<file path="config.mk">
export PLATFORM = sky130hd
export DESIGN_NAME = cw_sync_lock
export DESIGN_NICKNAME = d
export VERILOG_FILES = /design/src/rtl/cw_sync_lock.sv
export SDC_FILE = /design/constraint.sdc
export NUM_CORES = 1
export LEC_CHECK = 0
export ABC_CLOCK_PERIOD_IN_PS = 9900
export BUFFER_PORTS_ARGS = -buffer_cell sky130_fd_sc_hd__buf_2
export CORE_ASPECT_RATIO = 1.2
export CORE_MARGIN = 4
export CORE_UTILIZATION = 40
export CTS_CLUSTER_SIZE = 25
export DETAILED_ROUTE_END_ITERATION = 16
export SYNTH_ARGS = -nofsm -noshare
export SYNTH_HDL_FRONTEND = slang
export SYNTH_SLANG_ARGS = --single-unit
</file>
<file path="constraint.sdc">
create_clock -name clk -period 9.9 [get_ports clk]
set_input_delay 2.475 -clock clk [delete_from_list [all_inputs] [get_ports clk]]
set_output_delay 2.475 -clock clk [all_outputs]
set_load 0.005 [all_outputs]
</file>
<file path="src/rtl/cw_sync_lock.sv">
module cw_sync_lock #(
  parameter int PAT_W = 40,
  parameter int CW_BYTES = 252,
  parameter int CONF_N = 4,
  parameter int MISS_N = 8,
  parameter logic [PAT_W-1:0] CPAT = 40'hE62BD1479C,
  parameter logic [PAT_W-1:0] BPAT = 40'h5F0C93A6B1
) (
  input  logic                       clk,
  input  logic                       rst_n,
  input  logic                       burst_mode,
  input  logic [$clog2(PAT_W+1)-1:0] max_err,
  input  logic [7:0]                 din,
  input  logic                       din_valid,
  input  logic                       burst_start,
  output logic [7:0]                 dout,
  output logic                       out_valid,
  output logic                       cw_start,
  output logic                       locked,
  output logic [2:0]                 bit_off
);
  localparam int HW = PAT_W + 7;
  localparam int CTR_W = $clog2(CW_BYTES);
  localparam int GW = $clog2(CONF_N + 1);
  localparam int MW = $clog2(MISS_N + 1);

  typedef enum logic [1:0] {HUNT, CONF, LOCK} st_t;

  st_t              st, st_n;
  logic [HW-9:0]    hist;
  logic [HW-1:0]    hist_n;
  logic [2:0]       off, off_n, first;
  logic [CTR_W-1:0] ctr, ctr_n;
  logic [GW-1:0]    good, good_n;
  logic [MW-1:0]    miss, miss_n;
  logic [7:0]       hit;
  logic [PAT_W-1:0] pat;
  logic             rearm, wrap, here;

  assign hist_n = {hist, din};
  assign pat    = burst_mode ? BPAT : CPAT;
  assign rearm  = burst_start && burst_mode;
  assign wrap   = (ctr == CTR_W'(CW_BYTES - 1));
  assign here   = hit[off];

  for (genvar g = 0; g < 8; g++) begin : g_corr
    assign hit[g] = $countones(hist_n[g +: PAT_W] ^ pat) <= 32'(max_err);
  end

  always_comb begin
    first = 3'd0;
    for (int i = 7; i >= 0; i--)
      if (hit[i]) first = 3'(i);
  end

  always_comb begin
    st_n = st; off_n = off; ctr_n = ctr; good_n = good; miss_n = miss;
    if (rearm) begin
      st_n = HUNT; ctr_n = '0; good_n = '0; miss_n = '0;
    end else if (din_valid) begin
      if (st == HUNT) begin
        if (|hit) begin
          off_n = first; ctr_n = '0; good_n = GW'(1);
          st_n = burst_mode ? LOCK : CONF;
        end
      end else begin
        ctr_n = wrap ? '0 : ctr + 1'b1;
        if (wrap && !burst_mode) begin
          if (st == CONF) begin
            if (here) begin
              good_n = good + 1'b1;
              if (good_n == GW'(CONF_N)) st_n = LOCK;
            end else begin
              st_n = HUNT;
            end
          end else if (here) begin
            miss_n = '0;
          end else begin
            miss_n = miss + 1'b1;
            if (miss_n == MW'(MISS_N)) begin
              st_n = HUNT; miss_n = '0;
            end
          end
        end
      end
    end
  end

  always_ff @(posedge clk or negedge rst_n) begin
    if (!rst_n) begin
      st <= HUNT; hist <= '0; off <= '0; ctr <= '0; good <= '0; miss <= '0;
      dout <= '0; out_valid <= 1'b0; cw_start <= 1'b0;
    end else begin
      st <= st_n; off <= off_n; ctr <= ctr_n; good <= good_n; miss <= miss_n;
      out_valid <= din_valid;
      cw_start  <= din_valid && !rearm && st != HUNT && ctr == '0;
      if (din_valid) begin
        hist <= hist_n[HW-9:0];
        dout <= hist_n[off_n +: 8];
      end
    end
  end

  assign locked  = (st == LOCK);
  assign bit_off = off;
endmodule

</file>
==> impl.org, run 1 <==
** STA
- Setup violations remaining at the end of the flow were counted as 1.
- Counting I/O delays and the setup requirement, the final critical path takes about 9.9 ns.
- Slew @ Worst Pin :: 0.9588 ns
- Final setup slack of the worst path :: -0.01305 ns
- Worst setup skew after layout :: ~0.013 ns
- Peak clock frequency supported by timing :: 0.1009 GHz
- Unrepaired setup endpoints after global routing :: yes
- Number of max-slew violations in the final report :: 0
- Hold timing on the final database bottoms out at a slack of between 0.5 and 0.6 ns.
- Max-slew headroom at the worst pin :: approximately 36%
- The final count of hold timing violations is 0.
- Share of the cycle needed by the critical path after routing :: 100.1%

** Global route
- Total global-route track usage :: 23.72%
- Antenna violations before repair :: 1
- Via count of the first global-routing pass :: 10820
- Entering global routing, the biggest net connects 85 pins.
- Global route total overflow :: 0
- Wire length of the first global-routing pass :: 63510 um

** Routing
- Pre-Repair DR Iteration Count :: 5
- Summing over every cut layer, the via total after detailed routing is 10050.
- Post-DR vias/cell :: approximately 5.2
- In this run the remaining antenna-violating nets after routing total 0.
- DR WL/cell :: 21.48 um
- After detailed routing, the number of remaining DRC violations is 0.
- First-iteration detailed-routing DRC count :: 854
- For this block, the routed nets add up to 41620 um of wire.

** Clock network
- Post-cts hold buffer count :: 0
- H-tree Lvls :: 3
- No sink is reached through more buffers than the 2 on the longest clock path.
- The tree built by TritonCTS fans out to 69 sinks.
- TritonCTS Buffers :: 9
- Clock Pin Slew Worst Setup and Hold Paths :: around 0.07 ns
- The tree is rooted in a sky130_fd_sc_hd__clkbuf_16.
- Insertion delay to the later sink of the worst-skew pair :: around 0.36 ns
- TritonCTS clock tree :: yes

** Critical path
- The worst setup path is of the in -> reg kind.
- Counting stages on the worst path, the most repeated cell is sky130_fd_sc_hd__fa_1.
- Crit path max fanout :: 8
- Element type at the critical path end :: flop
- Combined buffer and inverter count along the critical path :: 10
- Largest incremental delay on the critical path :: 0.58 ns
- The cell family contributing the most delay on the critical path is adder cells.
- STA puts the critical path data required time at 10.15 ns.
- CP max-delay cell :: sky130_fd_sc_hd__fa_1
- Startpoint types :: input port
- Arrival time of the worst setup path :: about 10 ns

** Place
- The congestion estimate from routability-driven global placement came to 1.020.
- Place WS :: -0.6383 ns
- Detailed placement finished with a half-perimeter wire length of 34780 um.
- Count of buffers from port buffering :: 32

** Logic synthesis
- Yosys printed 0 warnings.
- After synthesis, the mean cell area works out to 9.830 um2.
- Fraction of registers with async set or reset after synthesis :: 100.0%
- Leading register cell type out of synthesis :: sky130_fd_sc_hd__dfrtp_1
- Synth Cell Area :: 13180 um2
- In the synthesized netlist, the number of instances is 1341.
- Yosys mapped a number of flops with a built-in enable equal to 0.
- The synthesized design contains 69 register bits.
- Sequential elements use 13.10% of the synthesized area.
- Netlist cell types :: 57
- Syn Nets :: 1749

** Cells and area
- The area growth from synthesis to layout is 21.09%.
- Net count reported at finish :: 1933
- Antenna diode count :: 0
- Fraction of layout instances using a drive strength above 1 :: about a fifth

** Run status
- Run status :: finished with violations
- Violations in the final reports :: setup timing

** Floorplan
- # IOs :: 33
- Num rows :: between 70 and 80
- Die height :: 206.9 um
- Core ar. :: 32340 um2
- The initial utilization of the core area, before any placement, comes to 40.76%.
- The floorplan step defined a die boundary enclosing 35940 um2.
- Floorplan die width :: 173.7 um

** Flow run
- Reported max-cap violation count :: 0

** Hold path
- Path category of the worst min-delay check :: reg -> reg
[layer usage]
metal | vias up | wire length (um) | track usage (%)
met5 | - | 13 | 0
met4 | 2 | 2932 | 13.97
met3 | 131 | 2558 | 3.333
met2 | 388 | 21000 | 41.60
met1 | 5010 | 15120 | 27.95
li1 | 4519 | - | -
[cells in the final DEF, fill, tap and decap left out, types with 11 or more instances in the layout]
master and count:
sky130_fd_sc_hd__mux2i_1 11, sky130_fd_sc_hd__xnor2_1 56, sky130_fd_sc_hd__buf_2 31, sky130_fd_sc_hd__xor2_1 28, sky130_fd_sc_hd__nand2_1 49, sky130_fd_sc_hd__a21oi_2 14
sky130_fd_sc_hd__o21ai_0 55, sky130_fd_sc_hd__nor2_1 22, sky130_fd_sc_hd__fa_1 228, sky130_fd_sc_hd__ha_1 150, sky130_fd_sc_hd__buf_4 156, sky130_fd_sc_hd__nand3_1 21
sky130_fd_sc_hd__nor2b_1 12, sky130_fd_sc_hd__inv_1 345, sky130_fd_sc_hd__dfrtp_1 69, sky130_fd_sc_hd__a21o_1 40, sky130_fd_sc_hd__a21oi_1 40
[tightest hold or removal path, cell delays in order, from the launching register on]
cell,delay [ns]
sky130_fd_sc_hd__dfrtp_1,0.35
sky130_fd_sc_hd__nand2_1,0.05
sky130_fd_sc_hd__o211ai_1,0.07
[stage by stage]
step | instance area [um2] | utilization [%] | TNS (ns) | cells
3_5_place_dp | 15110 | 46.72 | -11.27 | 1903
4_1_cts | 15520 | 47.98 | 0 | 1920
5_1_grt | 15960 | 49.36 | -2.116 | 1937
6_report | 15960 | 49.36 | -0.01305 | 1937
2_1_floorplan | 13370 | - | -0.03704 | 1341
3_3_place_gp | 15110 | 46.72 | -8.886 | 1903
[path summary, 6_finish.rpt]
| check | slack (ns) | cells after the start | endpoint | from |
|---|---|---|---|---|
| min in group asynchronous | 2.07 | 1 | st[1]$_DFFE_PN0P_ | rst_n |
| setup reg to reg | 1.37 | 27 | dout[6]$_DFFE_PN0P_ | hist[3]$_DFFE_PN0P_ |
| hold / removal | 0.51 | 2 | dout[0]$_DFFE_PN0P_ | dout[0]$_DFFE_PN0P_ |
| max in group asynchronous | 6.66 | 2 | hist[24]$_DFFE_PN0P_ | rst_n |
| hold reg to reg | 0.51 | 2 | dout[0]$_DFFE_PN0P_ | dout[0]$_DFFE_PN0P_ |
| setup / recovery | -0.01 | 31 | dout[6]$_DFFE_PN0P_ | burst_mode |
[cell type report]
class                           count  area, um2
Clock buffer                       10      239.0
Timing Repair Buffer              205       1640
Tap cell                          407      509.2
Inverter                          358       1349
Multi-Input combinational cell    882      10430
Clock inverter                      6      70.07
Fill cell                        2902      16380
Sequential cell                    69       1727
[registers in the layout (all words and copies together) (netlist names)]
| register | count |
|---|---|
| hist | 39 |
| ctr | 8 |
| dout | 8 |
| miss | 4 |
| bit_off | 3 |
| good | 3 |
| st | 2 |
| cw_start | 1 |
| out_valid | 1 |
[synthesized netlist by cell type, types with 10 or more instances]
| master | n | area (um2) |
|---|---|---|
| sky130_fd_sc_hd__o21ai_0 | 64 | 320.3 |
| sky130_fd_sc_hd__nand3_1 | 23 | 115.1 |
| sky130_fd_sc_hd__a21oi_1 | 57 | 285.3 |
| sky130_fd_sc_hd__mux2_2 | 10 | 112.6 |
| sky130_fd_sc_hd__nand2_1 | 50 | 187.7 |
| sky130_fd_sc_hd__nand2b_1 | 10 | 62.56 |
| sky130_fd_sc_hd__dfrtp_1 | 69 | 1727 |
| sky130_fd_sc_hd__a21o_1 | 41 | 307.8 |
| sky130_fd_sc_hd__nor2_1 | 23 | 86.33 |
| sky130_fd_sc_hd__nand3b_1 | 10 | 75.07 |
| sky130_fd_sc_hd__ha_1 | 153 | 1914 |
| sky130_fd_sc_hd__clkbuf_1 | 22 | 82.58 |
| sky130_fd_sc_hd__mux2i_1 | 12 | 120.1 |
| sky130_fd_sc_hd__xnor2_1 | 71 | 621.9 |
| sky130_fd_sc_hd__fa_1 | 236 | 4725 |
| sky130_fd_sc_hd__nor2b_1 | 13 | 81.33 |
| sky130_fd_sc_hd__inv_1 | 356 | 1336 |
| sky130_fd_sc_hd__xor2_1 | 33 | 289.0 |
[kinds of logic (layout without fill, tap and decap cells)]
logic type	Yosys count	in the layout	share of synthesized area [%]
XOR/XNOR	104	104	6.910
AND/OR/NAND/NOR	159	159	6.207
AO/OA/AOI/OAI	201	201	9.387
buffers and inverters	390	579	11.13
adder cells (fa/ha/maj)	389	389	50.36
multiplexers	29	29	2.904
flip-flops	69	69	13.10
[what timing repair did]
| action | CTS | global route |
|---|---|---|
| pin swaps | 1 | 44 |
| gates resized for setup | 17 | 83 |
| setup buffers | 1 | 18 |
| endpoints found under the setup margin | 23 | 24 |
Power of run 1 is left out: the tool's default activity adds up to more than one toggle a clock period on the data nets, which glitch-free logic cannot reach.
==> run 2: changes to the inputs <==
--- a/config.mk
+++ b/config.mk
@@ -9,9 +9,10 @@
 export BUFFER_PORTS_ARGS = -buffer_cell sky130_fd_sc_hd__buf_2
 export CORE_ASPECT_RATIO = 1.2
 export CORE_MARGIN = 4
-export CORE_UTILIZATION = 40
+export CORE_UTILIZATION = 60
 export CTS_CLUSTER_SIZE = 25
 export DETAILED_ROUTE_END_ITERATION = 16
+export PLACE_DENSITY = 0.77
 export SYNTH_ARGS = -nofsm -noshare
 export SYNTH_HDL_FRONTEND = slang
 export SYNTH_SLANG_ARGS = --single-unit
==> impl.org, run 2 (synthesis results as in run 1) <==
** Run status
- Run status :: finished with violations
- The checks that failed: setup timing.

** Clock network
- The number of hold buffers added after CTS is 0 (unchanged).
- H-tree Lvls :: 3 (unchanged)
- Clock Pin Slew Worst Setup and Hold Paths :: 0.07 ns (about the same)
- Largest buffer count on any clock path :: 2 (unchanged)
- The latest clock arrival within the worst-skew pair was 0.36 ns (about the same).
- TritonCTS Buffers :: 9 (unchanged)
- The number of clock sinks is 69 (unchanged).
- TritonCTS built the clock tree.
- In this run the clock root is driven by a sky130_fd_sc_hd__clkbuf_16.

** Cells and area
- Finished layout cell area :: 15940 um2 (-0.15%)
- Commonest non-fill, non-tap cells in the layout :: sky130_fd_sc_hd__inv_1 (341), sky130_fd_sc_hd__fa_1 (226), sky130_fd_sc_hd__buf_4 (150), sky130_fd_sc_hd__ha_1 (148), sky130_fd_sc_hd__dfrtp_1 (69)
- Net count reported at finish :: 1927 (-0.31%)
- Area Growth Syn to Fin :: 20.91%
- Filler cell count in the final layout :: 1515 (-48%)
- The fraction of layout instances using a drive strength above 1 is 22.77% (+1.4 points).
- The antenna cell count was 0 (unchanged).
- Largest reg by FF count :: hist
- Largest registers :: hist: 39 flops, ctr: 8 flops, dout: 8 flops
- Most common library cell in the layout ignoring fill and taps :: sky130_fd_sc_hd__inv_1
- Largest register FFs :: 39 (unchanged)
- Final Non-Filler Cells :: 1798 (-7.2%)
- The combined flip-flop and latch cell area came to 1727 um2 (unchanged).
- The footprint of the multi-input gates is 10620 um2 (+1.9%).

** Place
- Place WS :: -0.7764 ns (-0.1381 ns)
- Total placed cells including tap cells :: 1767 (-7.1%)
- The final weighted congestion in routability-driven placement came to 1.092 (+7.1%).
- Cell Area, Placed :: 14830 um2 (-1.8%)
- The number of I/O port buffers came to 32 (unchanged).
- Placed wire-length estimate after detailed placement :: 33040 um (-5.0%)

** Critical path
- Top Family by Delay on Critical Path :: adder cells
- CP max-delay cell :: sky130_fd_sc_hd__fa_1
- STA classifies the critical path startpoint as an input port.
- Largest incremental delay on the critical path :: 0.55 ns (-0.03 ns)
- By instance count, the cell type seen most on the critical path is sky130_fd_sc_hd__fa_1.
- The worst setup path is of the in -> reg kind.
- Combined buffer and inverter count along the critical path :: 10 (unchanged)
- The maximum fanout along the worst path was 6 (-2).
- Element type at the critical path end :: flop
- Arrival time of the worst setup path :: 10.22 ns (+0.06 ns)
- The data required time of the critical path is 10.15 ns (about the same).

** Floorplan
- Core ar. :: 21630 um2 (-33%)
- The initial core utilization is 60.95% (+20 points).
- Num rows :: 59 (-18%)
- Area enclosed by the die boundary :: 24420 um2 (-32%)
- Die height :: 170.4 um (-18%)
- Floorplan die width :: 143.3 um (-18%)
- # IOs :: 33 (unchanged)

** Global route
- Global route total overflow :: 0 (unchanged)
- The via count of the first global-routing pass came to 11080 (+2.5%).
- The total track usage is 34.60% (+11 points).
- The met2 track demand over resource was 57.17% (+16 points).
- Met3 Track Usage GR :: 7.813% (+4.5 points)
- The wire length of the first global-routing pass was 62510 um (-1.6%).
- The maximum number of pins on one net before global-route repair was 85 (unchanged).
- Global Route met1 Usage :: 43.41% (+15 points)
- GRT Max-Usage Layer :: met2
- The initial antenna violation count came to 0 (-1).

** STA
- The slew at the pin closest to its max-slew limit is 0.9122 ns (-0.04663 ns).
- The final count of hold timing violations came to 0 (unchanged).
- The final count of negative-setup-slack endpoints is 5 (+4).
- Final setup slack of the worst path :: -0.07126 ns (-0.05820 ns)
- Period minus WS final :: 9.971 ns (+0.05821 ns)
- Number of max-slew violations in the final report :: 0 (unchanged)
- The part of the cycle the worst path needs came to 100.7% (+0.59 points).
- Worst setup skew after layout :: 0.01664 ns (+0.003149 ns)
- Unrepaired setup endpoints after global routing :: yes
- Peak clock frequency supported by timing :: 0.1003 GHz (-0.58%)
- The worst max-slew margin expressed relative to the limit came to 39.19% (+3.1 points).
- The final total negative setup slack was -0.2777 ns (-0.2647 ns).

** Routing
- The total DRC errors in the routed layout is 0 (unchanged).
- First-iteration detailed-routing DRC count :: 877 (+2.7%)
- The number of optimization iterations in the first detailed-route pass was 5 (unchanged).
- Routed Antenna Nets :: 0 (unchanged)
- The via count normalized by instance count is 5.769 (+11%).
- Detailed-route via count :: 10370 (+3.2%)
- DR WL/cell :: 23.05 um (+7.3%)
- Final WL :: 41450 um (-0.41%)

** Flow run
- The count of maximum capacitance violations came to 0 (unchanged).

** Hold path
- Path category of the worst min-delay check :: reg -> reg
-- run 2: area by class of cell --
type	count	share of cell area, %
Clock buffer	9	1.413
Inverter	358	8.462
Clock inverter	7	0.6594
Timing Repair Buffer	199	9.828
Multi-Input combinational cell	882	66.65
Tap cell	274	2.151
Sequential cell	69	10.83
-- run 2: metrics by stage --
stage	hold slack [ns]	utilization, %
after floorplan	0.4715	-
after global placement	0.4917	68.58
after detailed placement	0.5009	68.58
after CTS	0.5161	71.02
after global routing	0.5299	73.69
final	0.5102	73.69
-- run 2: path summary, 6_finish.rpt --
path / startpoint / to / slack, ns / cells past startpoint
setup / recovery: burst_mode / dout[6]$_DFFE_PN0P_ / -0.07 / 33
hold / removal: dout[4]$_DFFE_PN0P_ / dout[4]$_DFFE_PN0P_ / 0.51 / 1
setup reg to reg: hist[2]$_DFFE_PN0P_ / dout[6]$_DFFE_PN0P_ / 1.29 / 31
hold reg to reg: dout[4]$_DFFE_PN0P_ / dout[4]$_DFFE_PN0P_ / 0.51 / 1
max in group asynchronous: rst_n / hist[2]$_DFFE_PN0P_ / 6.78 / 2
min in group asynchronous: rst_n / good[1]$_DFFE_PN0P_ / 2.00 / 1
-- run 2: what timing repair did --
action,4_1_cts,5_1_grt
setup endpoints to repair,22,24
pin swaps,6,64
resized for setup,31,112
cloned,2,1
buffers inserted,3,11
-- run 2: layer usage --
layer	vias up	share of wire, %
li1	4517	-
met1	5158	36
met2	516	48
met3	181	9.1
met4	0	6.8
met5	-	0
Power of run 2 is left out for the same reason.
==> run 3: changes to the inputs <==
--- a/config.mk
+++ b/config.mk
@@ -5,8 +5,10 @@
 export SDC_FILE = /design/constraint.sdc
 export NUM_CORES = 1
 export LEC_CHECK = 0
+export ABC_AREA = 1
 export ABC_CLOCK_PERIOD_IN_PS = 9900
 export BUFFER_PORTS_ARGS = -buffer_cell sky130_fd_sc_hd__buf_2
+export CAP_MARGIN = 40
 export CORE_ASPECT_RATIO = 1.2
 export CORE_MARGIN = 4
 export CORE_UTILIZATION = 60
==> impl.org, run 3 <==
** Logic synthesis
- The commonest cells after synthesis are sky130_fd_sc_hd__inv_1 (416), sky130_fd_sc_hd__fa_1 (236), sky130_fd_sc_hd__nand2_1 (184).
- The synthesized netlist cell count was 1479 (+10%).
- Fraction of registers with async set or reset after synthesis :: 100.0% (unchanged)
- The distinct cell type count of the synthesized netlist is 45 (-21%).
- Synthesized area divided by synthesized cell count :: 9.013 um2 (-8.3%)
- The number of synthesized flops with an enable pin is 0 (unchanged).
- The total nets after synthesis came to 1887 (+7.9%).
- Count of warnings emitted by yosys :: 0 (unchanged)
- Register bit count reported by yosys :: 69 (unchanged)
- The fraction of post-synthesis cell area in the top cell type by area came to 35.44% (-0.40 points).
- Among all cell types in the netlist, the one instantiated most often is sky130_fd_sc_hd__inv_1.
- Leading register cell type out of synthesis :: sky130_fd_sc_hd__dfrtp_1
- Synth Cell Area :: 13330 um2 (+1.1%)
- By area the synthesized netlist is led by sky130_fd_sc_hd__fa_1 (35%), sky130_fd_sc_hd__ha_1 (14%), sky130_fd_sc_hd__dfrtp_1 (13%).
- The part of the Yosys area used for sequential elements came to 12.95% (-0.15 points).
- Synth area leader :: sky130_fd_sc_hd__fa_1

** Clock network
- The H-tree level count was 3 (unchanged).
- Sink count of the clock tree :: 69 (unchanged)
- The tree is rooted in a sky130_fd_sc_hd__clkbuf_16.
- Largest buffer count on any clock path :: 2 (unchanged)
- The clock-pin slew on the worst setup and hold paths came to 0.05 ns (-0.02 ns).
- The number of CTS-inserted buffers came to 9 (unchanged).
- TritonCTS built the clock tree.
- Number of setup buffers added after CTS :: 0 (-3)
- Insertion delay to the later sink of the worst-skew pair :: 0.34 ns (-0.02 ns)

** STA
- The post-route worst hold slack is 0.4690 ns (-0.04122 ns).
- Unrepaired setup endpoints after global routing :: no
- The final count of hold timing violations was 0 (unchanged).
- Peak clock frequency supported by timing :: 0.1054 GHz (+5.1%)
- The final count of negative-setup-slack endpoints was 0 (-5).
- The part of the cycle the worst path needs is 95.81% (-4.9 points).
- Max-slew headroom at the worst pin :: 42.57% (+3.4 points)
- Slew @ Worst Pin :: 0.8615 ns (-0.05069 ns)
- Worst setup skew after layout :: 0.008557 ns (-0.008084 ns)
- Period minus WS final :: 9.485 ns (-0.4864 ns)
- The max-slew violation total from the final report was 0 (unchanged).

** Floorplan
- The die height was 171.3 um (+0.53%).
- # IOs :: 33 (unchanged)
- Num rows :: 59 (unchanged)
- The area of the core region came to 21780 um2 (+0.68%).
- The die span in x was 144.1 um (+0.53%).
- Area enclosed by the die boundary :: 24680 um2 (+1.1%)
- Starting density of the core :: 61.21% (+0.26 points)

** Global route
- The global-route congestion overflow total came to 0 (unchanged).
- Met3 Track Usage GR :: 6.340% (-1.5 points)
- Total global-route track usage :: 33.09% (-1.5 points)
- The initial antenna violation count is 1 (+1).
- Global-route track usage on met2 :: 54.90% (-2.3 points)
- The maximum number of pins on one net before global-route repair is 74 (-13%).
- GRT Max-Usage Layer :: met2
- Wire length of the first global-routing pass :: 60510 um (-3.2%)
- Via count of the first global-routing pass :: 11040 (-0.39%)
- Global Route met1 Usage :: 41.31% (-2.1 points)

** Hold path
- Path category of the worst min-delay check :: reg -> reg

** Cells and area
- Net count reported at finish :: 1998 (+3.7%)
- Fraction of layout instances using a drive strength above 1 :: 11.93% (-11 points)
- Relative to the synthesized area, the layout overhead comes to 11.16%.
- Largest reg by FF count :: hist
- Most common library cell in the layout ignoring fill and taps :: sky130_fd_sc_hd__inv_1
- Commonest non-fill, non-tap cells in the layout :: sky130_fd_sc_hd__inv_1 (416), sky130_fd_sc_hd__fa_1 (236), sky130_fd_sc_hd__nand2_1 (182), sky130_fd_sc_hd__ha_1 (153), sky130_fd_sc_hd__buf_4 (96)
- The antenna cell count is 0 (unchanged).
- The number of standard cells in the final layout excluding fillers was 1867 (+3.8%).
- The count of filler cells inserted in the layout is 1743 (+15%).
- Largest register FFs :: 39 (unchanged)
- In the final layout, the registers with the most flip-flops are hist: 39 flops, ctr: 8 flops, dout: 8 flops.
- The final instance area is 14820 um2 (-7.0%).

** Critical path
- The maximum fanout along the worst path is 19 (+13).
- STA classifies the critical path endpoint as a flop.
- CP dominant cell by count :: sky130_fd_sc_hd__fa_1
- The endpoint identified for the worst register-to-register timing path is dout[2]$_DFFE_PN0P_.
- The critical path in this run is classified as in -> reg.
- The worst setup path is launched from an input port.
- Worst setup path start :: burst_mode
- Worst reg-to-reg setup slack :: 1.92 ns (+0.63 ns)
- The worst register-to-register path begins at hist[3]$_DFFE_PN0P_.
- The path depth of the worst reg2reg path was 35 (+13%).
- The maximum single-stage delay on the critical path came to 0.57 ns (+0.02 ns).
- End of the critical path :: dout[2]$_DFFE_PN0P_
- The slowest stage of the critical path belongs to the cell sky130_fd_sc_hd__fa_1.
- The data required time of the critical path came to 10.12 ns (-0.03 ns).
- The arrival time reported for the critical path endpoint came to 9.70 ns (-0.52 ns).

** Routing
- DR WL/cell :: 20.30 um (-12%)
- The total DRC errors in the routed layout came to 0 (unchanged).
- Detailed-route via count :: 10160 (-2.0%)
- Routed Antenna Nets :: 0 (unchanged)
- Pre-Repair DR Iteration Count :: 7 (+2)
- Post-DR vias/cell :: 5.443 (-5.6%)
- First-iteration detailed-routing DRC count :: 665 (-24%)
- Final WL :: 37910 um (-8.5%)

** Place
- The total cell area at the placement stage came to 14430 um2 (-2.7%).
- The final weighted congestion in routability-driven placement came to 1.037 (-5.0%).
- The count of placed standard cells including taps came to 1853 (+4.9%).
- The total half-perimeter wirelength after legalization and detailed placement came to 32120 um (-2.8%).
- The number of I/O port buffers is 32 (unchanged).

** Flow run
- The count of maximum capacitance violations is 0 (unchanged).

** Run status
- The flow ran to the end, and the final reports show no timing, DRC or antenna violations.
run 3: cell types whose count changed after synthesis, moves of 24 or more:
| cell | before | now |
|---|---|---|
| sky130_fd_sc_hd__nand2_1 | 50 | 184 |
| sky130_fd_sc_hd__xor2_1 | 33 | 57 |
| sky130_fd_sc_hd__a21o_1 | 41 | 12 |
| sky130_fd_sc_hd__nand3_1 | 23 | 66 |
| sky130_fd_sc_hd__xnor2_1 | 71 | 41 |
| sky130_fd_sc_hd__inv_1 | 356 | 416 |
run 3: layer usage:
layer / share of wire (%) / up-vias
met5: 0.034 / -
met4: 6.3 / 2
met3: 8.6 / 155
met2: 48 / 432
met1: 37 / 4931
li1: - / 4643
run 3: cells by family (layout without fill, tap and decap cells):
logic type / after synthesis / in the layout / synth area share (%)
AND/OR/NAND/NOR: 334 / 334 / 11.69
flip-flops: 69 / 69 / 12.95
adder cells (fa/ha/maj): 389 / 389 / 49.80
buffers and inverters: 452 / 566 / 13.13
AO/OA/AOI/OAI: 137 / 137 / 5.988
XOR/XNOR: 98 / 98 / 6.439
run 3: area by class of cell:
type | instances | area, um2 | share of cell area (%)
Clock buffer | 12 | 246.5 | 1.663
Clock inverter | 2 | 35.03 | 0.2364
Inverter | 422 | 1589 | 10.72
Multi-Input combinational cell | 958 | 9952 | 67.16
Sequential cell | 69 | 1727 | 11.65
Tap cell | 274 | 342.8 | 2.314
Timing Repair Buffer | 130 | 925.9 | 6.248
run 3: metrics by stage:
step	setup WS (ns)	util (%)	TNS (ns)
floorplan	0.09800	-	0
global placement	-0.1927	66.18	-2.397
detailed placement	-0.2655	66.25	-3.843
CTS	0.04453	67.54	0
global route	0.003089	68.04	0
finish	0.4151	68.04	0
run 3: worst max-delay path: cells and delay by family:
kind | cells | cell delay [ns]
AOI/OAI and AO/OA | 3 | 0.53
adders and majority gates | 10 | 4.21
buffers and inverters | 8 | 0.87
and+or+nand+nor | 14 | 1.17
xor gates and xnor gates | 2 | 0.42
run 3: what timing repair did:
item                                    4_1_cts  5_1_grt
hold buffers                                  0        0
resized for setup                             0       20
hold endpoints to repair                      0        0
endpoints found under the setup margin        0       27
run 3: worst min-delay path by stage:
stage          cells past startpoint                   to                start  slack (ns)
6_report                           2  dout[1]$_DFFE_PN0P_  dout[1]$_DFFE_PN0P_        0.47
2_1_floorplan                      1   ctr[6]$_DFFE_PN0P_   ctr[6]$_DFFE_PN0P_        0.46
4_1_cts                            2  dout[1]$_DFFE_PN0P_  dout[1]$_DFFE_PN0P_        0.48
5_1_grt                            2  dout[1]$_DFFE_PN0P_  dout[1]$_DFFE_PN0P_        0.49
3_5_place_dp                       2  dout[1]$_DFFE_PN0P_  dout[1]$_DFFE_PN0P_        0.46
3_3_place_gp                       2  dout[6]$_DFFE_PN0P_  dout[6]$_DFFE_PN0P_        0.46
Power of run 3 is left out for the same reason.
